File: src/rtl/cpu16_pkg.sv
package cpu16_pkg;

    localparam int WORD_W = 16;
    localparam int ADDR_W = 15;
    localparam int OP_BIT = WORD_W - 1;

    typedef logic [WORD_W-1:0] word_t;
    typedef logic [ADDR_W-1:0] addr_t;

    typedef enum logic {
        OP_ALOAD   = 1'b0,
        OP_COMPUTE = 1'b1
    } opcode_e;

    // Packed order matches instruction bits 11:6.
    typedef struct packed {
        logic clr_x;
        logic inv_x;
        logic clr_y;
        logic inv_y;
        logic add_f;
        logic inv_o;
    } alu_ctl_t;

    // Packed order matches instruction bits 5:3.
    typedef struct packed {
        logic to_a;
        logic to_d;
        logic to_m;
    } dest_t;

    // Packed order matches instruction bits 2:0.
    typedef struct packed {
        logic on_neg;
        logic on_zero;
        logic on_pos;
    } jump_t;

    typedef struct packed {
        opcode_e  op;
        logic     y_mem;
        alu_ctl_t ctl;
        dest_t    dest;
        jump_t    jump;
        word_t    imm;
    } decoded_t;

    typedef struct packed {
        word_t value;
        logic  zero;
        logic  neg;
    } alu_res_t;

    function automatic logic branch_met(jump_t j, logic zero, logic neg);
        logic pos;
        pos = !zero && !neg;
        return (j.on_neg && neg) || (j.on_zero && zero) || (j.on_pos && pos);
    endfunction

endpackage

File: src/rtl/cpu16_decode.sv
module cpu16_decode
    import cpu16_pkg::*;
(
    input  word_t    instr,
    output decoded_t dec
);
    always_comb begin
        dec.op    = opcode_e'(instr[OP_BIT]);
        dec.y_mem = instr[12];
        dec.ctl   = alu_ctl_t'(instr[11:6]);
        dec.imm   = instr;
        if (dec.op == OP_COMPUTE) begin
            dec.dest = dest_t'(instr[5:3]);
            dec.jump = jump_t'(instr[2:0]);
        end else begin
            dec.dest = '0;
            dec.jump = '0;
        end
    end
endmodule

File: src/rtl/cpu16_alu.sv
module cpu16_alu
    import cpu16_pkg::*;
(
    input  word_t    x_in,
    input  word_t    y_in,
    input  alu_ctl_t ctl,
    output alu_res_t res
);
    word_t x0, x1, y0, y1, f_out, o_val;

    always_comb begin
        x0    = ctl.clr_x ? '0 : x_in;
        x1    = ctl.inv_x ? ~x0 : x0;
        y0    = ctl.clr_y ? '0 : y_in;
        y1    = ctl.inv_y ? ~y0 : y0;
        f_out = ctl.add_f ? (x1 + y1) : (x1 & y1);
        o_val = ctl.inv_o ? ~f_out : f_out;
        res.value = o_val;
        res.zero  = (o_val == '0);
        res.neg   = o_val[WORD_W-1];
    end

    // with both operands cleared and plain AND, the result is zero
    always_comb begin
        if (ctl.clr_x && ctl.clr_y && !ctl.inv_x && !ctl.inv_y && !ctl.inv_o)
            alu_zero_chk: assert (res.zero);
    end
endmodule

File: src/rtl/cpu16_pc.sv
module cpu16_pc
    import cpu16_pkg::*;
#(
    parameter int AW = ADDR_W
) (
    input  logic          clk,
    input  logic          rst,
    input  logic          load,
    input  logic [AW-1:0] target,
    output logic [AW-1:0] pc
);
    localparam logic [AW-1:0] PC_ONE = AW'(1);

    always_ff @(posedge clk) begin
        if (rst)
            pc <= '0;
        else if (load)
            pc <= target;
        else
            pc <= pc + PC_ONE;
    end


    pc_reset_chk: assert property (@(posedge clk) rst |=> pc == '0);


    pc_step_chk: assert property (@(posedge clk) disable iff (rst)
        !load |=> pc == $past(pc) + PC_ONE);


    pc_jump_chk: assert property (@(posedge clk) disable iff (rst)
        load |=> pc == $past(target));
endmodule

File: src/rtl/cpu16_core.sv
module cpu16_core
    import cpu16_pkg::*;
(
    input  logic        clk,
    input  logic        rst,
    input  logic [15:0] instr_i,
    input  logic [15:0] mem_rdata,
    output logic [15:0] mem_wdata,
    output logic        mem_we,
    output logic [14:0] mem_addr,
    output logic [14:0] pc_o
);
    decoded_t dec;
    alu_res_t alu_r;
    word_t    a_q, d_q, y_sel;
    logic     take;

    cpu16_decode u_dec (
        .instr (instr_i),
        .dec   (dec)
    );

    always_comb y_sel = dec.y_mem ? mem_rdata : a_q;

    cpu16_alu u_alu (
        .x_in (d_q),
        .y_in (y_sel),
        .ctl  (dec.ctl),
        .res  (alu_r)
    );

    always_comb take = branch_met(dec.jump, alu_r.zero, alu_r.neg);

    cpu16_pc #(.AW(ADDR_W)) u_pc (
        .clk    (clk),
        .rst    (rst),
        .load   (take),
        .target (a_q[ADDR_W-1:0]),
        .pc     (pc_o)
    );

    always_ff @(posedge clk) begin
        if (rst) begin
            a_q <= '0;
            d_q <= '0;
        end else if (dec.op == OP_ALOAD) begin
            a_q <= dec.imm;
        end else begin
            if (dec.dest.to_a) a_q <= alu_r.value;
            if (dec.dest.to_d) d_q <= alu_r.value;
        end
    end

    assign mem_we    = !rst && dec.dest.to_m;
    assign mem_wdata = alu_r.value;
    assign mem_addr  = a_q[ADDR_W-1:0];


    aload_chk: assert property (@(posedge clk) disable iff (rst)
        !instr_i[15] |=> a_q == $past(instr_i));


    aload_nowr_chk: assert property (@(posedge clk) disable iff (rst)
        !instr_i[15] |-> !mem_we);


    d_keep_chk: assert property (@(posedge clk) disable iff (rst)
        (instr_i[15] && !instr_i[4]) |=> d_q == $past(d_q));


    rst_clear_chk: assert property (@(posedge clk)
        rst |=> (a_q == '0 && d_q == '0));
endmodule

File: config.mk
export PLATFORM = sky130hd
export DESIGN_NAME = cpu16_core
export DESIGN_NICKNAME = d
export VERILOG_FILES = /design/src/rtl/cpu16_pkg.sv /design/src/rtl/cpu16_decode.sv /design/src/rtl/cpu16_alu.sv /design/src/rtl/cpu16_pc.sv /design/src/rtl/cpu16_core.sv
export SDC_FILE = /design/constraint.sdc
export NUM_CORES = 1
export LEC_CHECK = 0
export BUFFER_PORTS_ARGS = -buffer_cell sky130_fd_sc_hd__buf_2
export CORE_MARGIN = 2
export CORE_UTILIZATION = 50
export CTS_CLUSTER_SIZE = 25
export DETAILED_ROUTE_END_ITERATION = 8
export GPL_TIMING_DRIVEN = 0
export PLACE_DENSITY_LB_ADDON = 0.3
export SLEW_MARGIN = 20
export SYNTH_ARGS = -nofsm -noshare
export SYNTH_HDL_FRONTEND = slang
export SYNTH_SLANG_ARGS = --single-unit
File: constraint.sdc
create_clock -name clk -period 9.6 [get_ports clk]
set_input_delay 0.96 -clock clk [delete_from_list [all_inputs] [get_ports clk]]
set_output_delay 0.96 -clock clk [all_outputs]
set_load 0.1 [all_outputs]
==> impl_metrics.toml <==
[worst_setup_path]
arrival_ns = 5.28
required_ns = 8.64
critPathSlowestCell = "nor4b_1"
worstPathCellList = "clkbuf_1, clkbuf_1, mux2i_1, nor2_1, xor2_1, ha_1, clkbuf_1, a21oi_1, o21ai_0, mux2i_1, nor4b_1, xnor2_1, buf_2"
path_delay_family = "buffers and inverters"
cp_max_fo = 10
r2r_start = "a_q[0]$_SDFFE_PP0P_"
path_buf_inv = 4
critical_path_class = "primary input to output pin"
slowest_delay_ns = 0.73
worstSetupEndpointType = "output pin"
crit_path_frequent_cell = "clkbuf_1"
start_kind = "primary input"
crit_start = "instr_i[12]"

[global_routing]
overflow = 0
antenna_found_initial = 0
grt_pass1_vias = 4086
grt_pass1_wl_mm = 19.9
grt_use_total_pct = 24.6
grt_max_degree = 17

[floorplan]
dieWidth_microns = 98.5
std_cell_rows = 34
core_sq_um = 8680
die_height_microns = 98.5
initial_utilization_pct = 51.4
ios = 81
dieArea_sq_um = 9700

[drt]
wirelength_mm = 12.1
wl_per_cell_microns = 15.9
viasPerCell = 5.73
drc_errors = 0
first_pass_iters = 5
postRouteAntennaNets = 0
drt-initial-drc-count = 304
num_vias = 4369

[power]
pwr-share-comb_pct = 62.7
internal_power_mw = 0.464
switching_share_pct = 55.4
p_leak_nw = 2.15
power.total_mw = 1.04
clkPwrFrac_pct = 14.5
vdd_ir_drop_max_uv = 110
p_sw_mw = 0.576
power.density_nw_per_um2 = 205
pwr-share-seq_pct = 22.8

[timing]
relSlewSlack_pct = 44.2
worstMarginPinSlew_ns = 0.825
period_minus_slack_ns = 6.24
setup_viol = 0
final.period_utilization_pct = 65.0
final.setup.tns_ns = 0
skew_ns = 0.0112
finalHoldViolations = 0
final-max-slew-violation-count = 0
setup_ws_ns = 3.36
fmax_mhz = 160
rsz0062_at_grt = "no"

[cts]
insertion_delay_ns = 0.31
cts_tree = "done"
max-clock-path-buffers = 2
cts.htree.levels = 2
cts_buffers = 5
path_clk_slew_ns = 0.09
root_buffer = "clkbuf_8"
hold_buffers = 0
cts_sinks = 47
postCtsSetupRepairBufs = 0
postCtsResizedCells = 0

[layout]
diodes = 0
nets = 705
drive_gt1_share_pct = 19.3
area_growth_pct = 13.9

[logic_synthesis]
ys_ff_latch = 47
async_flop_share_pct = 0
seq_area_frac_synth_pct = 21.1
syn_avg_cell_area_sq_um = 7.80
synth_fp_nets = 624
synthCells = 572
synth.distinct_cells = 65
synth_area_sq_um = 4460
yosys_warnings = 0
synth_top_flop_cell = "dfxtp_1"
synth-edff-count = 0

[place]
pre_cts_ws_ns = 3.44
gp_congestion = 0.922
dpl.hpwl_mm = 9.62
numPortBuffers = 74

[hold_path]
hold_path_class = "flip-flop to flip-flop"
hp-start = "d_q[14]$_SDFFE_PP0P_"

[run_status]
status = "finished clean"

[run]
cap_violations = 0
-- metrics by stage --
step / cell area, sq um / std cells / utilization [%] / hold WS [ns]
detailed placement: 4970 / 754 / 57.2 / 0.448
global placement: 4970 / 754 / 57.2 / 0.442
floorplan: 4460 / 572 / - / 0.437
finish: 5080 / 762 / 58.6 / 0.461
global route: 5080 / 762 / 58.6 / 0.481
CTS: 5080 / 762 / 58.6 / 0.461
-- area by class of cell --
class / count / area, sq um
Fill cell: 810 / 3600
Multi-Input combinational cell: 456 / 3180
Sequential cell: 47 / 941
Timing Repair Buffer: 74 / 370
Buffer: 60 / 307
Tap cell: 108 / 135
Clock buffer: 5 / 68.8
Clock inverter: 3 / 46.3
Inverter: 9 / 33.8
-- flip-flops by register name (all words and copies together), names as in the netlist --
signal   flops
a_q         16
u_pc.pc     15
d_q         16
-- Yosys cell counts (all sizes together) (2+ instances only) --
master,n,share of area (%)
nor3b,18,4.2
a21o,6,1.0
nor4,2,0.28
mux2i,35,7.9
a31oi,4,0.56
nor4b,3,0.59
buf,26,4.0
inv,9,0.76
and3b,3,0.59
dfxtp,47,21
o21ai,24,2.7
nand2b,22,3.1
nor2,46,3.9
nor2b,11,1.7
and3,9,1.3
clkbuf,34,2.9
nand3b,5,0.84
ha,17,4.8
mux2,2,0.50
and2,6,0.84
nand4,7,0.98
o2111ai,2,0.39
a21bo,2,0.45
nand2,47,4.0
a211o,2,0.39
xor2,25,4.9
o211ai,3,0.62
a211oi,24,4.5
or3,2,0.28
nand3,11,1.2
a22o,2,0.39
or4,3,0.50
nor3,23,2.6
and4,2,0.39
a21oi,35,4.0
o22ai,2,0.28
xnor2,34,6.7
-- tightest hold or removal path: stages (launching register included) --
cell	delay [ns]
dfxtp_1	0.32
nand2_1	0.05
a21oi_1	0.05
-- cell usage in the layout (no fill, tap or decap), types with 25 or more instances in the layout --
master    count
nand2_1      47
mux2i_1      35
nor2_1       46
buf_2        76
dfxtp_1      47
xnor2_1      34
xor2_1       25
a21oi_1      34
clkbuf_1     34
-- metal layers --
| metal | track usage (%) | share of wire (%) |
|---|---|---|
| met5 | 0 | 0 |
| met3 | 2.48 | 5.2 |
| met4 | 7.48 | 2.5 |
| met1 | 33.1 | 45 |
| met2 | 41.9 | 47 |
-- cell families after synthesis --
family	after synthesis	share of synthesized area, %
compound gates	119	18.3
xor+xnor	59	11.6
fa+ha+maj	18	5.22
buf+inv	69	7.63
flops	47	21.1
mux	37	8.36
simple gates	223	27.8
-- power groups by stage --
stage	Clock [mW]	Combinational (mW)	Sequential (mW)
global route	0.158	0.690	0.241
floorplan	0	0.470	0.306
detailed placement	0	0.645	0.242
CTS	0.153	0.647	0.237
global placement	0	0.638	0.240
finish	0.151	0.652	0.237
-- final timing paths --
kind | end | slack [ns] | depth (start not counted)
setup / recovery | mem_wdata[11] | 3.36 | 13
hold / removal | d_q[14]$_SDFFE_PP0P_ | 0.46 | 2
setup reg to reg | u_pc.pc[12]$_SDFF_PP0_ | 4.79 | 17
hold reg to reg | d_q[14]$_SDFFE_PP0P_ | 0.46 | 2
Note: power is estimated with default switching activity, not from simulation.
